===== src/rtl/panel_pkg.sv =====
package panel_pkg;
  localparam int KEY_START = 0;
  localparam int KEY_LOAD  = 1;
  localparam int KEY_DEP   = 2;
  localparam int KEY_EXAM  = 3;
  localparam int KEY_CONT  = 4;
  localparam int KEY_STOP  = 5;
  localparam int NUM_KEYS  = 6;

  typedef enum logic [0:0] {SEQ_IDLE, SEQ_WAIT} seq_state_t;
endpackage


===== src/rtl/panel_key_edge.sv =====
module panel_key_edge #(
  parameter bit ON_RELEASE = 1'b0
) (
  input  logic clk,
  input  logic rst,
  input  logic level,
  output logic fire
);
  logic seen;

  always_ff @(posedge clk) begin
    if (rst) seen <= 1'b0;
    else     seen <= level;
  end

  generate
    if (ON_RELEASE) begin : g_release
      assign fire = seen & ~level;
    end else begin : g_press
      assign fire = level & ~seen;
    end
  endgenerate
endmodule


===== src/rtl/panel_run_ctl.sv =====
module panel_run_ctl (
  input  logic clk,
  input  logic rst,
  input  logic accept,
  input  logic go_start,
  input  logic go_cont,
  input  logic go_stop,
  output logic run,
  output logic core_init
);
  always_ff @(posedge clk) begin
    if (rst) begin
      run       <= 1'b0;
      core_init <= 1'b0;
    end else begin
      core_init <= 1'b0;
      if (go_stop) begin
        run <= 1'b0;
      end else if (accept && go_start) begin
        run       <= 1'b1;
        core_init <= 1'b1;
      end else if (accept && go_cont) begin
        run <= 1'b1;
      end
    end
  end
endmodule


===== src/rtl/panel_mem_seq.sv =====
module panel_mem_seq
  import panel_pkg::*;
#(
  parameter int WORD_W = 12
) (
  input  logic              clk,
  input  logic              rst,
  input  logic              go_load,
  input  logic              go_dep,
  input  logic              go_exam,
  input  logic [WORD_W-1:0] sw_reg,
  output logic              idle,
  output logic [WORD_W-1:0] pc,
  output logic              req_valid,
  input  logic              req_ready,
  output logic              req_write,
  output logic [WORD_W-1:0] req_addr,
  output logic [WORD_W-1:0] req_wdata,
  input  logic [WORD_W-1:0] rdata,
  output logic [WORD_W-1:0] disp_addr,
  output logic [WORD_W-1:0] disp_data
);
  localparam logic [WORD_W-1:0] ONE = WORD_W'(1);

  seq_state_t state;

  assign idle = (state == SEQ_IDLE);

  always_ff @(posedge clk) begin
    if (rst) begin
      state     <= SEQ_IDLE;
      pc        <= '0;
      req_valid <= 1'b0;
      req_write <= 1'b0;
      req_addr  <= '0;
      req_wdata <= '0;
      disp_addr <= '0;
      disp_data <= '0;
    end else begin
      case (state)
        SEQ_IDLE: begin
          if (go_load) begin
            pc <= sw_reg;
          end else if (go_dep) begin
            req_valid <= 1'b1;
            req_write <= 1'b1;
            req_addr  <= pc;
            req_wdata <= sw_reg;
            disp_addr <= pc;
            disp_data <= sw_reg;
            state     <= SEQ_WAIT;
          end else if (go_exam) begin
            req_valid <= 1'b1;
            req_write <= 1'b0;
            req_addr  <= pc;
            disp_addr <= pc;
            state     <= SEQ_WAIT;
          end
        end
        SEQ_WAIT: begin
          if (req_ready) begin
            req_valid <= 1'b0;
            pc        <= pc + ONE;
            if (!req_write) disp_data <= rdata;
            state     <= SEQ_IDLE;
          end
        end
        default: state <= SEQ_IDLE;
      endcase
    end
  end
endmodule


===== src/rtl/panel_console.sv =====
module panel_console
  import panel_pkg::*;
#(
  parameter int WORD_W         = 12,
  parameter bit DEP_ON_RELEASE = 1'b0,
  parameter bit INVERT_MODES   = 1'b0
) (
  input  logic              clk,
  input  logic              rst,
  input  logic [WORD_W-1:0] sw_reg,
  input  logic              key_start,
  input  logic              key_load,
  input  logic              key_dep,
  input  logic              key_exam,
  input  logic              key_cont,
  input  logic              key_stop,
  input  logic              sw_step_raw,
  input  logic              sw_inst_raw,
  output logic              step_mode,
  output logic              inst_mode,
  output logic              run,
  output logic              core_init,
  output logic [WORD_W-1:0] pc,
  output logic              mem_req_valid,
  input  logic              mem_req_ready,
  output logic              mem_req_write,
  output logic [WORD_W-1:0] mem_req_addr,
  output logic [WORD_W-1:0] mem_req_wdata,
  input  logic [WORD_W-1:0] mem_rdata,
  output logic [WORD_W-1:0] disp_addr,
  output logic [WORD_W-1:0] disp_data
);
  logic [NUM_KEYS-1:0] levels;
  logic [NUM_KEYS-1:0] fire;
  logic                seq_idle;
  logic                accept;
  logic                quiet;

  always_comb begin
    levels            = '0;
    levels[KEY_START] = key_start;
    levels[KEY_LOAD]  = key_load;
    levels[KEY_DEP]   = key_dep;
    levels[KEY_EXAM]  = key_exam;
    levels[KEY_CONT]  = key_cont;
    levels[KEY_STOP]  = key_stop;
  end

  genvar g;
  generate
    for (g = 0; g < NUM_KEYS; g++) begin : g_key
      localparam bit REL = (g == KEY_DEP) ? DEP_ON_RELEASE : 1'b0;
      panel_key_edge #(.ON_RELEASE(REL)) u_edge (
        .clk  (clk),
        .rst  (rst),
        .level(levels[g]),
        .fire (fire[g])
      );
    end
  endgenerate

  // Keys act only while halted and idle; run-control keys win over access keys.
  assign accept = ~run & seq_idle;
  assign quiet  = ~(fire[KEY_START] | fire[KEY_CONT] | fire[KEY_STOP]);

  panel_run_ctl u_run (
    .clk      (clk),
    .rst      (rst),
    .accept   (accept),
    .go_start (fire[KEY_START]),
    .go_cont  (fire[KEY_CONT]),
    .go_stop  (fire[KEY_STOP]),
    .run      (run),
    .core_init(core_init)
  );

  panel_mem_seq #(.WORD_W(WORD_W)) u_seq (
    .clk      (clk),
    .rst      (rst),
    .go_load  (accept & quiet & fire[KEY_LOAD]),
    .go_dep   (accept & quiet & fire[KEY_DEP]),
    .go_exam  (accept & quiet & fire[KEY_EXAM]),
    .sw_reg   (sw_reg),
    .idle     (seq_idle),
    .pc       (pc),
    .req_valid(mem_req_valid),
    .req_ready(mem_req_ready),
    .req_write(mem_req_write),
    .req_addr (mem_req_addr),
    .req_wdata(mem_req_wdata),
    .rdata    (mem_rdata),
    .disp_addr(disp_addr),
    .disp_data(disp_data)
  );

  always_ff @(posedge clk) begin
    if (rst) begin
      step_mode <= 1'b0;
      inst_mode <= 1'b0;
    end else begin
      step_mode <= sw_step_raw ^ INVERT_MODES;
      inst_mode <= sw_inst_raw ^ INVERT_MODES;
    end
  end
endmodule


===== config.mk =====
export PLATFORM = sky130hd
export DESIGN_NAME = panel_console
export DESIGN_NICKNAME = d
export VERILOG_FILES = /design/src/rtl/panel_pkg.sv /design/src/rtl/panel_key_edge.sv /design/src/rtl/panel_run_ctl.sv /design/src/rtl/panel_mem_seq.sv /design/src/rtl/panel_console.sv
export SDC_FILE = /design/constraint.sdc
export NUM_CORES = 1
export LEC_CHECK = 0
export CAP_MARGIN = 20
export CORE_ASPECT_RATIO = 1.4
export CORE_UTILIZATION = 48
export DETAILED_ROUTE_END_ITERATION = 10
export PLACE_DENSITY = 0.85
export SETUP_SLACK_MARGIN = 0.15
export SLEW_MARGIN = 10
export SYNTH_ARGS = -nofsm -noshare
export SYNTH_HDL_FRONTEND = slang
export SYNTH_SLANG_ARGS = --single-unit

===== constraint.sdc =====
create_clock -name clk -period 3.7 [get_ports clk]
set_input_delay 0.555 -clock clk [delete_from_list [all_inputs] [get_ports clk]]
set_output_delay 0.555 -clock clk [all_outputs]
set_load 0.005 [all_outputs]

# Yosys cells after proc, flatten, opt, wreduce, memory -nomap -nowiden

Index checks and enable logic that the tools add are counted.

Bits in registers: 61
Bits of input ports: 35

Add/sub/neg operators: 1
Equality and inequality tests: 6
Muxes and demuxes: 25
Bitwise operators: 23
Reductions and logical operators: 10

Operator list:

| kind                                                                     | count |
|---|---|
| 12-bit 2-to-1 mux                                                        | 8 |
| 12-bit case mux with 2 select lines                                      | 2 |
| 1-bit 2-to-1 mux                                                         | 13 |
| 12-bit by 1-bit adder with 12-bit output (second input constant)         | 1 |
| 1-bit AND                                                                | 11 |
| 1-bit inverter                                                           | 10 |
| 3-bit AND reduction                                                      | 3 |
| 2-bit inequality test (second input constant)                            | 3 |
| 2-bit by 1-bit inequality test with 1-bit output (second input constant) | 2 |
| 1-bit case mux with 2 select lines                                       | 2 |
| 4-bit AND reduction                                                      | 1 |
| 2-bit nonzero test                                                       | 2 |
| 3-bit by 1-bit inequality test with 1-bit output (second input constant) | 1 |
| 1-bit logical AND                                                        | 2 |
| 1-bit OR                                                                 | 2 |
| 2-bit AND reduction                                                      | 1 |
| 2-bit OR reduction                                                       | 1 |

# Longest topological paths before layout

Depth after elaboration: 11
Gate-level depth with buffers: 8
Gate-level depth less buffers: 6

# By module

From an unflattened synthesis, not the netlist that was laid out.

Cells, all modules: 313
Area, all modules: 2830.2 um2

By module, submodules not included:

| module         | times used | cells each | area each (um2) | sequential area each (um2) |
|---|---|---|---|---|
| panel_mem_seq  | 1          | 279        | 2377.3          | 1021.0 |
| panel_key_edge | 6          | 3          | 47.5            | 20.0 |
| panel_console  | 1          | 9          | 97.6            | 40.0 |
| panel_run_ctl  | 1          | 7          | 70.1            | 40.0 |

# Worst setup path after synthesis

OpenSTA, ideal clock, no wires.

Kind: input port to flip-flop
Start: in key_stop
End: reg u_seq.disp_data[0]
Data arrival time: 1788 ps
Setup slack: 1824 ps
Stages on the path: 7
Path buffers: 2
Cells stage by stage: nor2b_1 and4bb_1 buf_6 a21boi_2 buf_2 a21oi_1 a311oi_2

Cells in the longest elaborated chain, start to end: 7
Elaborated cells on any way between the ends: 9
Classes of those cells: eq/ne: 2; bitwise: 6; reduce/logical: 1

RTL lines:

| what                                                                                                       | RTL line                                 | RTL |
|---|---|---|
| start: declaration                                                                                         | panel_console.sv:16                      | `input logic key_stop,` |
| 1-bit AND *                                                                                                | panel_key_edge.sv:20                     | `assign fire = level & ~seen;` |
| 1-bit OR *                                                                                                 | panel_console.sv:64                      | `assign quiet = ~(fire[KEY_START] \| fire[KEY_CONT] \| fire[KEY_STOP]);` |
| 1-bit inverter *                                                                                           | panel_console.sv:64                      |  |
| 1-bit AND *                                                                                                | panel_console.sv:80, panel_console.sv:81 |  |
| 1-bit AND (on tied branches)                                                                               | panel_console.sv:80, panel_console.sv:81 |  |
| 2-bit inequality test (no line) / 2-bit by 1-bit inequality test with 1-bit output (equally long branches) | --                                       |  |
| 4-bit AND reduction (no line) *                                                                            | --                                       |  |
| end signal: assignment                                                                                     | panel_mem_seq.sv:50                      | `disp_data <= sw_reg;` |
| end signal: assignment                                                                                     | panel_mem_seq.sv:64                      | `if (!req_write) disp_data <= rdata;` |
| end: declaration                                                                                           | panel_mem_seq.sv:21                      | `output logic [WORD_W-1:0] disp_data` |

Mark *: on every way between the ends. The rest lies on a longest branch, timed or not.
A chain may end at the register's enable or synchronous reset.

# Worst setup path in the final report

Start: in key_stop
End: reg u_seq.pc[6]

Cells in the longest elaborated chain, start to end: 7

RTL lines:

| what                                                       | RTL line             | RTL |
|---|---|---|
| 1-bit AND                                                  | panel_key_edge.sv:20 |  |
| 1-bit OR                                                   | panel_console.sv:64  |  |
| 1-bit inverter                                             | panel_console.sv:64  |  |
| 1-bit AND (2 in series)                                    | panel_console.sv:80  | `.go_load (accept & quiet & fire[KEY_LOAD]),` |
| 2-bit by 1-bit inequality test with 1-bit output (no line) | --                   |  |
| 2-bit AND reduction (no line)                              | --                   |  |
| end signal: assignment                                     | panel_mem_seq.sv:43  | `pc <= sw_reg;` |
| end signal: assignment                                     | panel_mem_seq.sv:63  | `pc <= pc + ONE;` |
| end: declaration                                           | panel_mem_seq.sv:13  | `output logic [WORD_W-1:0] pc,` |

Every way passes these cells.

==> flow_summary.yaml <==
cts:
  path_clk_slew_ns: 0.06
  numCtsBuffers: 9
  htree_levels: 3
  cts_resized: 0
  postCtsSetupRepairBufs: 0
  clock-sinks: 61
  cts_buffer_depth: 2
  cts_tree: "built"
  cts_hold_buf: 0
  worstSkewPairLatency_ns: 0.33
  clock-root-buffer: "clkbuf_8"
layout:
  final_common_cell: "clkdlybuf4s50_1"
  fill_cells: 442
  drive_above_1_share: 0.0816
  nets: 413
  final_cell_mix: "clkdlybuf4s50_1 (99), dfxtp_1 (61), a21oi_1 (36)"
  antenna-diode-count: 0
  final_cell_area_um2: 3840
  synthToLayoutAreaGrowth_pct: 39.1
place:
  gp_congestion: 0.804
  port_buffers: 100
  dp_hpwl_um: 4860
  placed_area_um2: 3660
  place_ws_ns: 0.828
die:
  ios: 101
  rows: 32
  fp.dieH_um: 91.8
  start_util: 0.500
  die_area_um2: 6070
  die_x_um: 66.1
  core_um2: 5530
pwr:
  ir_worst_vdd_uv: 219
  power.leakage_nw: 1.50
  power_density_nw_per_um2: 372
routing:
  vias: 2505
  wl_um: 6980
  avgViaCountPerCell: 5.59
  ant_nets: 0
  dr.pass1.iters: 4
  drc: 0
  drtIter0Drc: 110
  routedWlPerCell_um: 15.6
yosys:
  synth_cells: 297
  netlist_area_um2: 2760
  synth_simple_gate_area_share: 0.166
  yosysTopAreaCell: "dfxtp_1"
  ys_ff_latch: 61
  ys_seq_area_frac: 0.442
  synthMuxAreaShare: 0.101
  ys_types: 37
  synth_top_area_frac: 0.442
  yosysWarnings: 0
  synth_area_per_cell_um2: 9.31
  synth_compound_area_frac: 0.207
  synth_top_family_by_area: "compound AO/OA/AOI/OAI gates"
  synth_area_leaders: "dfxtp_1 (44%), mux2i_1 (10%), a21oi_1 (6.5%), nor2_1 (4.8%), nor2b_1 (4.5%)"
  synth_xor_xnor_area_share: 0
  syn-num-nets: 333
  synthAdderAreaFrac: 0.00453
worst_setup_path:
  r2r_slack_ns: 1.32
  worst-path-max-fanout: 13
  path_class: "in2reg"
  cp.arrival_ns: 2.75
  crit_required_ns: 3.96
  end_kind: "flop"
  crit_path_cell_trace: "clkdlybuf4s50_1, nor2b_1, and4bb_1, a22oi_1, o21ai_0, a21oi_1"
  cp-start-kind: "primary input"
  max_stage_delay_ns: 0.74
  critPathSlowestCell: "a22oi_1"
grt:
  grt_pass1_vias: 2242
  grt_use_total: 0.232
  use_met1: 0.277
  gr-usage-met3: 0.0336
  antenna_found_initial: 0
  use_met2: 0.387
  grt_first_pass_wirelength_um: 10700
  grt.overflow.total: 0
  grt_max_degree: 62
  gr-max-usage-layer: "met2"
job:
  max_cap_violations: 0
sta:
  fin_crit_sh: 0.674
  finalMaxSlewViolations: 0
  rsz0062_at_grt: "false"
  finClkSkew_ns: 0.00852
  timing.final.ws_setup_ns: 1.21
  hold_ws_ns: 0.493
  timing.final.crit_period_ns: 2.49
  max_freq_mhz: 401
  finalHoldViolCount: 0
  worstMarginPinSlew_ns: 0.921
  setup_viol: 0
  fin_tns_setup_ns: 0
  slew_headroom: 0.386
min_path:
  hp-class: "reg2reg"
outcome:
  status: "finished, final reports clean"
flip-flops by register name (all words and copies together), names as in the netlist:
name / cells
u_seq.state: 1
u_run.run: 1
u_seq.req_wdata: 12
inst_mode: 1
u_seq.req_valid: 1
u_seq.pc: 12
g_key.u_edge.seen: 6
u_seq.disp_data: 12
u_run.core_init: 1
u_seq.req_write: 1
step_mode: 1
u_seq.disp_addr: 12
where the power goes:
part	internal, W	switching (W)	leakage, nW	total (W)
logic	0.000118	0.0000979	0.911	0.000216
clock network	0.000270	0.000238	0.0881	0.000508
registers	0.000684	0.0000224	0.496	0.000707
total	0.00107	0.000358	1.50	0.00143
worst max-delay path, delay by kind of cell:
| kind | cells | cell delay [ns] |
|---|---|---|
| buf+inv | 1 | 0.46 |
| simple gates | 2 | 0.56 |
| compound gates | 3 | 1.17 |
through the flow:
step / cells / util / total power [W]
final: 448 / 0.696 / 0.00143
after detailed placement: 433 / 0.662 / 0.000934
after CTS: 447 / 0.692 / 0.00143
after global routing: 448 / 0.696 / 0.00149
after floorplan: 297 / - / 0.000830
after global placement: 433 / 0.662 / 0.000929
synth_stat cells, drive strengths merged:
master and number:
nor2b 20, a22o 1, and4b 2, or3 1, dfxtp 61, a221oi 1
a21oi 36, mux2i 28, nand4 2, buf 22, a211oi 1, inv 3
a311oi 12, a22oi 1, nor3 3, and3 2, o211ai 1, ha 1
nand3 4, o2bb2ai 4, nand2 11, nor2 35, a31oi 3, clkbuf 13
o21ai 17, nand2b 3, nor4 4, o32ai 1, or2 1, and2 1
a21boi 1, and4bb 1
final cells by class:
cell class / count / area (um2) / share of cell area
Multi-Input combinational cell: 198 / 1320 / 0.344
Sequential cell: 61 / 1220 / 0.318
Timing Repair Buffer: 104 / 1040 / 0.270
Clock buffer: 12 / 155 / 0.0404
Tap cell: 68 / 85.1 / 0.0221
Inverter: 3 / 11.3 / 0.00293
Clock inverter: 2 / 10.0 / 0.00260
per-layer routing:
layer	share of wire	routed length, um
met5	0	0
met4	0.025	178
met3	0.064	450
met2	0.52	3630
met1	0.39	2720
cells by family after synthesis:
group | count (synthesis)
AOI/OAI and AO/OA | 79
buffers and inverters | 38
and+or+nand+nor | 90
DFF | 61
adders and majority gates | 1
muxes | 28
worst paths after layout:
path,startpoint,end,depth (start not counted)
max,key_stop,u_seq.pc[6],6
min,u_seq.req_valid,u_seq.req_valid,2
max reg2reg,u_seq.state,u_seq.pc[6],5
min reg2reg,u_seq.req_valid,u_seq.req_valid,2
No activity file was read; power rests on OpenSTA's default activity.
